`src/rtl/tsb_probe.sv`:
```
module tsb_probe #(
  parameter logic [63:0] TABLE_BASE = 64'h0,
  parameter int ENTRIES  = 2048,
  parameter int PAGE_SHIFT = 13
) (
  input  logic        clk,
  input  logic        rst_n,
  input  logic        start,
  input  logic [63:0] vaddr,
  input  logic [12:0] ctx,
  output logic        busy,
  output logic        mem_req,
  output logic [63:0] mem_addr,
  input  logic        mem_gnt,
  input  logic [63:0] mem_rdata,
  output logic        done,
  output logic        hit,
  output logic        miss,
  output logic [63:0] pte
);
  localparam int IDX_W    = $clog2(ENTRIES);
  localparam int LOCK_BIT = 47;
  localparam logic [63:0] TABLE_END = TABLE_BASE + 64'(ENTRIES) * 64'd16;

  typedef enum logic [1:0] {S_IDLE, S_TAG, S_PTE} state_t;

  state_t      state;
  logic [63:0] want_tag;
  logic [63:0] slot_addr;
  logic [IDX_W-1:0] idx;
  logic        tag_ok;

  assign idx     = vaddr[PAGE_SHIFT +: IDX_W];
  assign busy    = (state != S_IDLE);
  assign mem_req = busy;
  assign mem_addr = (state == S_PTE) ? slot_addr + 64'd8 : slot_addr;
  assign tag_ok  = (mem_rdata == want_tag) && (mem_rdata != 64'd0) && !mem_rdata[LOCK_BIT];

  always_ff @(posedge clk) begin
    if (!rst_n) begin
      state     <= S_IDLE;
      want_tag  <= '0;
      slot_addr <= TABLE_BASE;
      done      <= 1'b0;
      hit       <= 1'b0;
      miss      <= 1'b0;
      pte       <= '0;
    end else begin
      done <= 1'b0;
      hit  <= 1'b0;
      miss <= 1'b0;
      pte  <= '0;
      case (state)
        S_IDLE: if (start) begin
          want_tag  <= {3'b000, ctx, 6'b000000, vaddr[63:22]};
          slot_addr <= TABLE_BASE + ({{(64-IDX_W){1'b0}}, idx} << 4);
          state     <= S_TAG;
        end
        S_TAG: if (mem_gnt) begin
          if (tag_ok) begin
            state <= S_PTE;
          end else begin
            state <= S_IDLE;
            done  <= 1'b1;
            miss  <= 1'b1;
          end
        end
        S_PTE: if (mem_gnt) begin
          state <= S_IDLE;
          done  <= 1'b1;
          hit   <= 1'b1;
          pte   <= mem_rdata;
        end
        default: state <= S_IDLE;
      endcase
    end
  end


  req_hold_chk: assert property (@(posedge clk) disable iff (!rst_n)
    mem_req && !mem_gnt |=> mem_req && $stable(mem_addr));


  addr_range_chk: assert property (@(posedge clk) disable iff (!rst_n)
    mem_req |-> (mem_addr >= TABLE_BASE) && (mem_addr < TABLE_END) && (mem_addr[2:0] == 3'b000));


  done_pulse_chk: assert property (@(posedge clk) disable iff (!rst_n)
    done |=> !done);


  result_onehot_chk: assert property (@(posedge clk) disable iff (!rst_n)
    (hit || miss) |-> done && (hit != miss));


  miss_pte_zero_chk: assert property (@(posedge clk) disable iff (!rst_n)
    miss |-> pte == 64'd0);


  busy_ends_chk: assert property (@(posedge clk) disable iff (!rst_n)
    done |-> $fell(busy));


  lock_miss_chk: assert property (@(posedge clk) disable iff (!rst_n)
    (state == S_TAG) && mem_gnt && mem_rdata[LOCK_BIT] |=> miss);


  empty_miss_chk: assert property (@(posedge clk) disable iff (!rst_n)
    (state == S_TAG) && mem_gnt && (mem_rdata == 64'd0) |=> miss);
endmodule

```
`config.mk`:
```
export PLATFORM = sky130hd
export DESIGN_NAME = tsb_probe
export DESIGN_NICKNAME = d
export VERILOG_FILES = /design/src/rtl/tsb_probe.sv
export SDC_FILE = /design/constraint.sdc
export NUM_CORES = 1
export LEC_CHECK = 0
export BUFFER_PORTS_ARGS = -buffer_cell sky130_fd_sc_hd__buf_2
export CAP_MARGIN = 0
export CORE_ASPECT_RATIO = 0.6
export CORE_MARGIN = 4
export CORE_UTILIZATION = 36
export CTS_CLUSTER_DIAMETER = 30
export CTS_CLUSTER_SIZE = 14
export DETAILED_ROUTE_END_ITERATION = 6
export HOLD_SLACK_MARGIN = 0.02
export PLACE_DENSITY = 0.66
export REMOVE_ABC_BUFFERS = 1
export SYNTH_ARGS = -nofsm -noshare
export SYNTH_HDL_FRONTEND = slang
export SYNTH_SLANG_ARGS = --single-unit
```
`constraint.sdc`:
```
create_clock -name clk -period 2 [get_ports clk]
set_input_delay 0.1 -clock clk [delete_from_list [all_inputs] [get_ports clk]]
set_output_delay 0.1 -clock clk [all_outputs]
set_load 0.05 [all_outputs]
```
; After elaboration in Yosys (flattened, before gate mapping)
; Cells that the tools add are included.
[totals]
regBits = 135
in_bits = 145
out_inout_bits = 133
word_cells = 35
[classes]
n_addsub = 1
eq_ne = 6
muxes = 10
n_reduce_logical = 11
[ops]
columns = op, count
row1 = $eq A64 B61 Y1, 1
row2 = $reduce_bool A64 Y1, 1
row3 = $add A15 B4 Y16 const B, 1
row4 = $mux W16, 1
row5 = $mux W2, 4
row6 = $ne A2 B2 Y1 const B, 3
row7 = $pmux W2 S3, 1
row8 = $reduce_and A2 Y1, 3
row9 = $reduce_and A3 Y1, 2
row10 = $mux W1, 3
row11 = $eq A2 B1 Y1 const B, 1
row12 = $eq A2 B2 Y1 const B, 1
row13 = $logic_and A1 B1 Y1, 2
row14 = $logic_not A2 Y1, 1
row15 = $pmux W1 S2, 1
row16 = $reduce_bool A2 Y1, 1
row17 = $logic_not A1 Y1, 1

; Longest topological paths before layout
; Gate-level depths: netlist of the first run.
[depth]
word_depth = 6
ltp_mapped = 7
mapped_depth_nobuf = 6

; Worst setup path after synthesis of the first run
; No wires, ideal clock.
[synth_path]
path_type = reg-to-reg
start = register state[0]
end = register pte[2]
t_arrival_ns = 1.718
setup_slack_ns = 0.225
path_stages_with_launch = 7
n_path_buf = 2
cell_sequence = dfxtp_1 > inv_1 > ha_1 > and3_1 > clkbuf_1 > clkbuf_1 > and2_2
[synth_via]
elab_chain_cells = 2
[synth_rtl]
columns = element, line_no
row1 = "start, declared", 27  ; state_t state;
row2 = "start signal, assigned", 41  ; state <= S_IDLE;
row3 = "start signal, assigned", 57  ; state <= S_TAG;
row4 = "start signal, assigned", 61  ; state <= S_PTE;
row5 = $eq A2 B2 Y1, 53  ; case (state)
row6 = $reduce_and A3 Y1 (no source line), --
row7 = "end signal, assigned", 72  ; pte <= mem_rdata;
row8 = "end, declared", 19  ; output logic [63:0] pte
; No other way between the ends.
; A chain may end at the register's enable or synchronous reset.

; Worst setup path in the final report of the first run
[layout_path]
start = input port mem_rdata[56]
end = register state[1]
[layout_via]
elab_chain_cells = 6
word_cells_on_any_way = 7
classes_between = eq/ne (1) / mux (3) / reduce/logical (3)
[layout_rtl]
columns = element, line_no
row1 = "start, declared", 15  ; input logic [63:0] mem_rdata,
row2 = $eq A64 B61 Y1 / $reduce_bool A64 Y1 (equally long branches), 37  ; assign tag_ok = (mem_rdata == want_tag) && (mem_rdata != 64'd0) && !mem_rdata[LOCK_BIT];
row3 = $logic_and A1 B1 Y1 (*) (2 in series), 37
row4 = $mux W2 (*), 60  ; if (tag_ok) begin
row5 = $mux W2 (*), 59  ; S_TAG: if (mem_gnt) begin
row6 = $pmux W2 S3 (*), 53
row7 = "end signal, assigned", 41
row8 = "end signal, assigned", 61
row9 = "end signal, assigned", 63  ; state <= S_IDLE;
; Every way passes the cells marked *; elsewhere a longest branch is shown, timed or not. The select of a mux whose other input is x is not followed.

==> results of run 1 <==
-- metrics by stage --
step / cell area [µm²] / setup slack, ps
final: 8460 / 35.9
after global routing: 8460 / -16.8
after CTS: 8420 / 8.61
after detailed placement: 6550 / -91.1
after global placement: 6550 / -53.9
after floorplan: 5120 / -1160
-- worst min path at each step --
stage / from / to / slack (ps) / cells past startpoint
final: mem_rdata[41] / pte[41] / 50 / 2
after global routing: mem_rdata[41] / pte[41] / 30 / 2
after CTS: mem_rdata[41] / pte[41] / 30 / 2
after detailed placement: mem_rdata[46] / pte[46] / 320 / 2
after global placement: mem_rdata[47] / pte[47] / 320 / 2
after floorplan: rst_n / state[0] / 220 / 2
-- cell usage after synthesis, drive strengths merged --
cell type	number
a211oi	1
a21boi	64
a21oi	2
a222oi	1
a22o	1
a32o	1
and2	64
and3	1
buf	55
clkbuf	26
conb	1
dfxtp	133
ha	3
inv	10
nand2	132
nand3	3
nand4	9
nor2	4
nor3	1
nor4	26
o2111a	1
o21ai	2
o22ai	3
or4	1
xnor2	16
xor2	34
-- layout make-up --
| class | count | area (µm²) |
|---|---|---|
| repair buffers | 350 | 2440 |
| clock inverters | 13 | 159 |
| flip-flops and latches | 133 | 2660 |
| well taps | 198 | 248 |
| fillers | 1289 | 6180 |
| multi-input cells | 422 | 2480 |
| inverters | 10 | 37.5 |
| diodes | 1 | 2.50 |
| clock buffers | 18 | 429 |
-- cells by family (layout without fill, tap and decap cells) --
family          after synthesis  after routing
compound gates               76             76
xor+xnor                     50             50
fa+ha+maj                     3              3
buf+inv                      91            391
flops                       133            133
other cells                   1             53
simple gates                241            241
-- flip-flops by register name, indices dropped and copies added, names as in the netlist --
name       flops
done           1
slot_addr     10
pte           64
hit            1
want_tag      54
miss           1
state          2
-- worst max-delay path, delay by kind of cell --
family,cells,cell delay (ps)
AOI/OAI and AO/OA,1,220
buffers and inverters,2,700
and+or+nand+nor,5,1240
-- per-layer routing --
metal	up-vias	track usage, %	wire length, µm
met2	216	32.4	7960
li1	2509	-	-
met3	8	5.43	1520
met4	0	3.21	60
met1	2326	29.1	8400
met5	-	0	0
-- power breakdown --
part | switching (µW) | internal (µW) | total [µW]
clock | 1180 | 1950 | 3140
sequential | 52.2 | 2740 | 2790
combinational | 662 | 437 | 1100
total | 1900 | 5130 | 7030
-- repair_timing --
item,CTS,global route
hold buffers,127,0
pin swaps,0,1
endpoints found under the setup margin,1,22
resized for setup,1,6
endpoints found under the hold margin,128,0
==> flow_metrics.env, run 1 <==
export IMPL_num_rows=34
export IMPL_drt_wl_total_mm=17.9
export IMPL_syn_area_per_cell_um2=9.15
export IMPL_layout_commonest_cell="buf_2"
export IMPL_die_area_um2=17200
export IMPL_synth_compound_gate_area_share_pct=10.5
export IMPL_gp_congestion=0.789
export IMPL_hold_viol=0
export IMPL_crit_chain="dlygate4sd3_1 > buf_2 > nor4_1 > nand4_1 > or4_1 > nand2_1 > nor4_4 > a32o_1"
export IMPL_area_growth_pct=55.4
export IMPL_synth_area_top_cells="dfxtp_1 49%, nand2_1 9.0%, buf_4 7.6%"
export IMPL_fin_cells=1145
export IMPL_core_area_um2=14600
export IMPL_crit_path_end_kind="flop"
export IMPL_ioPinCount=278
export IMPL_synth_top_family_by_area="simple AND/OR/NAND/NOR gates"
export IMPL_final_util_pct=57.8
export IMPL_grt_overflow_total=0
export IMPL_synth_area_um2=5440
export IMPL_leakagePower_uw=0.00398
export IMPL_crit_fanout=3
export IMPL_initialDrtViolationCount=290
export IMPL_clockRootBuffer="clkbuf_16"
export IMPL_synthXorXnorAreaFrac_pct=8.05
export IMPL_netlist_instances=595
export IMPL_status="finished clean"
export IMPL_dr_pass1_iters=4
export IMPL_tightest_slew_ps=638
export IMPL_hpwl_mm=12.0
export IMPL_slew_violations=0
export IMPL_worstSetupStartpoint="mem_rdata[56]"
export IMPL_viasPerCell=4.42
export IMPL_cts_sinks=133
export IMPL_max_clock_path_buffers=2
export IMPL_synthMuxAreaShare_pct=0
export IMPL_period_minus_slack_ps=1960
export IMPL_drc=0
export IMPL_clkTransAtPathRegs_ps=60
export IMPL_ys_ff_latch=133
export IMPL_crit_required_ps=2290
export IMPL_cts_tree="yes"
export IMPL_maxCapViolations=0
export IMPL_design_power_total_uw=7030
export IMPL_fin_crit_sh_pct=98.2
export IMPL_path_class="in -> reg"
export IMPL_drive_gt1_share_pct=28.1
export IMPL_mostFrequentLayoutCells="212 x buf_2, 133 x dfxtp_1, 130 x nand2_1, 127 x dlygate4sd3_1, 63 x and2_1"
export IMPL_clock_latency_ps=400
export IMPL_synth_top_cell_area_share_pct=48.9
export IMPL_grtUsageTotal_pct=20.5
export IMPL_ant_nets=0
export IMPL_crit_arrival_ps=2250
export IMPL_grt_max_degree=69
export IMPL_post_cts_setup_buffers=0
export IMPL_power_density_nw_per_um2=831
export IMPL_initial_utilization_pct=37.2
export IMPL_num_vias=5059
export IMPL_r2r_slack_ps=130
export IMPL_max_freq_mhz=509
export IMPL_irDropWorstVdd_mv=0.453
export IMPL_yosys_warnings=0
export IMPL_worst_setup_path_start_kind="input port"
export IMPL_ys_seq_area_share_pct=48.9
export IMPL_yosys_area_share_simple_pct=21.7
export IMPL_finalNetCount=1082
export IMPL_r2r_start="want_tag[24]"
export IMPL_crit_slowest_cell="dlygate4sd3_1"
export IMPL_finalSetupViolCount=0
export IMPL_numCtsBuffers=17
export IMPL_synth_adder_area_share_pct=0.690
export IMPL_fp_dieH_um=103
export IMPL_r2r_cells=5
export IMPL_finClkSkew_ps=6.81
export IMPL_numPortBuffers=212
export IMPL_slowest_delay_ps=540
export IMPL_synth_top_area_cell="dfxtp_1"
export IMPL_dieWidth_um=167
export IMPL_crit_end="state[1]"
export IMPL_relSlewSlack_pct=57.4
export IMPL_reg2reg_to="done"
export IMPL_wl_per_cell_um=15.7
export IMPL_rsz0062_at_grt="yes"
export IMPL_antenna_found_initial=1
export IMPL_dpl_cell_count=986
export IMPL_hold_path_class="in -> reg"
export IMPL_fin_tns_setup_ps=0
export IMPL_cts_max_level=4
export IMPL_whs_ps=45.6
export IMPL_synth_cell_type_count=31
export IMPL_grt_pass1_wl_mm=27.5
export IMPL_grt_pass1_vias=5063
Power figures use the tool's default switching activity.
==> run 2, diff against run 1 <==
--- a/config.mk
+++ b/config.mk
@@ -5,6 +5,7 @@
 export SDC_FILE = /design/constraint.sdc
 export NUM_CORES = 1
 export LEC_CHECK = 0
+export ABC_AREA = 1
 export BUFFER_PORTS_ARGS = -buffer_cell sky130_fd_sc_hd__buf_2
 export CAP_MARGIN = 0
 export CORE_ASPECT_RATIO = 0.6
@@ -14,7 +15,7 @@
 export CTS_CLUSTER_SIZE = 14
 export DETAILED_ROUTE_END_ITERATION = 6
 export HOLD_SLACK_MARGIN = 0.02
-export PLACE_DENSITY = 0.66
+export PLACE_DENSITY = 0.65
 export REMOVE_ABC_BUFFERS = 1
 export SYNTH_ARGS = -nofsm -noshare
 export SYNTH_HDL_FRONTEND = slang
==> run 2 against run 1 <==
  * Sequential cell count did not move
  * Clock power rose by 8.0%
  * Clock skew rose by 1.9 ps
  * Critical endpoint is now slot_addr[4]
  * Fmax rose by 14%
  * Highest routed layer unchanged
  * Synthesized area rose by 3.3%
  * Core utilization fell by 1.8 points
  * Register-to-register slack improved by 150 ps
  * Hold slack got worse by 14 ps
  * Largest power group unchanged
==> flow_metrics.env, run 2 <==
export IMPL_synth_cell_type_count=23
export IMPL_regMostFlops="pte"
export IMPL_worst_setup_path_start_kind="flop"
export IMPL_grt_overflow_total=0
export IMPL_core_area_um2=15300
export IMPL_slowest_delay_ps=360
export IMPL_ys_seq_area_share_pct=47.4
export IMPL_gp_congestion=0.805
export IMPL_slew_violations=0
export IMPL_r2r_cells=7
export IMPL_hold_depth=3
export IMPL_async_flop_share_pct=0
export IMPL_synth_top_area_cell="dfxtp_1"
export IMPL_cts_max_level=4
export IMPL_finClkSkew_ps=8.72
export IMPL_grt_pass1_wl_mm=30.2
export IMPL_numCtsBuffers=17
export IMPL_area_growth_pct=52.5
export IMPL_yosys_warnings=0
export IMPL_num_vias=5883
export IMPL_n_antenna_cell=0
export IMPL_power_density_nw_per_um2=866
export IMPL_die_area_um2=17700
export IMPL_initialDrtViolationCount=376
export IMPL_clock_latency_ps=410
export IMPL_status="finished clean"
export IMPL_crit_fanout=24
export IMPL_hold_path_class="in -> reg"
export IMPL_finalNetCount=1266
export IMPL_ys_ff_latch=133
export IMPL_crit_required_ps=2290
export IMPL_antenna_found_initial=0
export IMPL_dieWidth_um=169
export IMPL_design_area_um2=8580
export IMPL_fp_dieH_um=105
export IMPL_numPortBuffers=212
export IMPL_cts_sinks=133
export IMPL_crit_slowest_cell="dfxtp_1"
export IMPL_layout_commonest_cell="buf_2"
export IMPL_crit_chain="inv_1 > ha_1 > nand2_4 > inv_1 > buf_4 > nor2_1 > nor2_1"
export IMPL_irDropWorstVdd_mv=0.547
export IMPL_hold_viol=0
export IMPL_maxCapViolations=0
export IMPL_finalSetupViolCount=0
export IMPL_rsz0062_at_grt="no"
export IMPL_max_clock_path_buffers=2
export IMPL_synth_commonest_cells="149 x nor2_1, 142 x nand2_1, 133 x dfxtp_1"
export IMPL_dr_pass1_iters=5
export IMPL_mostFrequentLayoutCells="212 x buf_2, 149 x nor2_1, 141 x nand2_1, 133 x dfxtp_1, 124 x dlygate4sd3_1"
export IMPL_clockRootBuffer="clkbuf_16"
export IMPL_max_freq_mhz=582
export IMPL_crit_path_end_kind="flop"
export IMPL_synth_area_top_cells="dfxtp_1 47%, nor2_1 9.9%, nand2_1 9.5%"
export IMPL_viasPerCell=4.42
export IMPL_yosysMostFrequentCell="nor2_1"
export IMPL_synth_area_um2=5620
export IMPL_clkTransAtPathRegs_ps=60
export IMPL_grt_max_degree=45
export IMPL_path_delay_family="buffers and inverters"
export IMPL_cp_depth=7
export IMPL_wl_per_cell_um=14.7
export IMPL_drt_wl_total_mm=19.6
export IMPL_initial_utilization_pct=36.7
export IMPL_fin_crit_sh_pct=85.9
export IMPL_synth_top_cell_area_share_pct=47.4
export IMPL_nFillCells=1411
export IMPL_netlist_instances=787
export IMPL_crit_arrival_ps=2010
export IMPL_drc=0
export IMPL_worst_slack_ps=282
export IMPL_syn_area_per_cell_um2=7.14
export IMPL_ioPinCount=278
export IMPL_hpwl_mm=14.1
export IMPL_cts_tree="yes"
export IMPL_grtUsageTotal_pct=21.8
export IMPL_place_area_um2=6700
export IMPL_period_minus_slack_ps=1720
export IMPL_leakagePower_uw=0.00441
export IMPL_place_ws_ps=317
export IMPL_grt_pass1_vias=5803
export IMPL_num_rows=35
export IMPL_largest_reg_flops=64
export IMPL_path_buf_inv=3
export IMPL_largest_registers="pte x64, want_tag x54, slot_addr x10"
export IMPL_fin_tns_setup_ps=0
export IMPL_path_class="reg -> reg"
export IMPL_yosys_most_used_dff="dfxtp_1"
export IMPL_synth_edf_count=0
export IMPL_drive_gt1_share_pct=22.9
export IMPL_ant_nets=0
[run 2: changes by cell type in the layout (fill, tap and decap cells not counted), moves of 5 or more]
cell	before	now
nor2_1	3	149
inv_1	9	112
o21ai_0	2	75
and2_1	63	1
a21oi_1	2	48
a21boi_1	38	0
xor2_1	34	0
a21boi_0	26	0
nor4_1	20	0
nand2_1	130	141
xnor2_1	16	7
nand4_1	9	15
o21ai_1	0	6
buf_4	9	4
[run 2: worst reg2reg max path, cell delays in order, from the launching register on]
cell	delay, ps
dfxtp_1	360
inv_1	80
ha_1	240
nand2_4	260
inv_1	210
buf_4	270
nor2_1	130
nor2_1	60
[run 2: per-layer routing]
layer | wire [µm] | part of all wire (%) | global-route usage (%)
met5 | 0 | 0 | 0
met4 | 197 | 1.0 | 5.46
met1 | 9410 | 48 | 30.5
met3 | 1480 | 7.5 | 5.18
met2 | 8540 | 44 | 33.9
[run 2: timing repair]
action / CTS / global route
gates resized for setup: 0 / 0
endpoints found under the hold margin: 124 / 0
setup buffers: 0 / 0
hold buffers: 124 / 0
[run 2: worst paths after layout]
| path | start | endpoint | slack (ps) |
|---|---|---|---|
| setup / recovery | state[0] | slot_addr[4] | 280 |
| hold / removal | vaddr[50] | want_tag[28] | 30 |
| setup reg to reg | state[0] | slot_addr[4] | 280 |
| hold reg to reg | want_tag[30] | want_tag[30] | 470 |
[run 2: cell type report]
cell class                      instances  area (µm²)  area share, %
Inverter                              116         435           5.08
Tap cell                              203         254           2.96
Multi-Input combinational cell        507        2200           25.6
Timing Repair Buffer                  343        2390           27.9
Sequential cell                       133        2660           31.0
Clock buffer                           18         429           5.00
Clock inverter                         12         205           2.39
[run 2: stage by stage]
| step | util [%] | total power [µW] | hold slack, ps | std cells |
|---|---|---|---|---|
| after floorplan | - | 3530 | 224 | 756 |
| after global placement | 43.7 | 3870 | 327 | 1178 |
| after detailed placement | 43.7 | 3880 | 337 | 1178 |
| after CTS | 56.0 | 7470 | 29.3 | 1332 |
| after global routing | 56.0 | 7720 | 46.3 | 1332 |
| final | 56.0 | 7430 | 31.4 | 1332 |
[run 2: cells by family after synthesis]
| logic type | share of synthesized area [%] |
|---|---|
| AOI/OAI and AO/OA | 11.9 |
| xor gates and xnor gates | 1.09 |
| adders and majority gates | 0.668 |
| buffers and inverters | 17.1 |
| DFF | 47.4 |
| other | 0.0667 |
| and+or+nand+nor | 21.8 |
[run 2: power by group]
group	switching, µW	internal, µW
registers	55.4	2760
clock network	1180	2210
logic	776	441
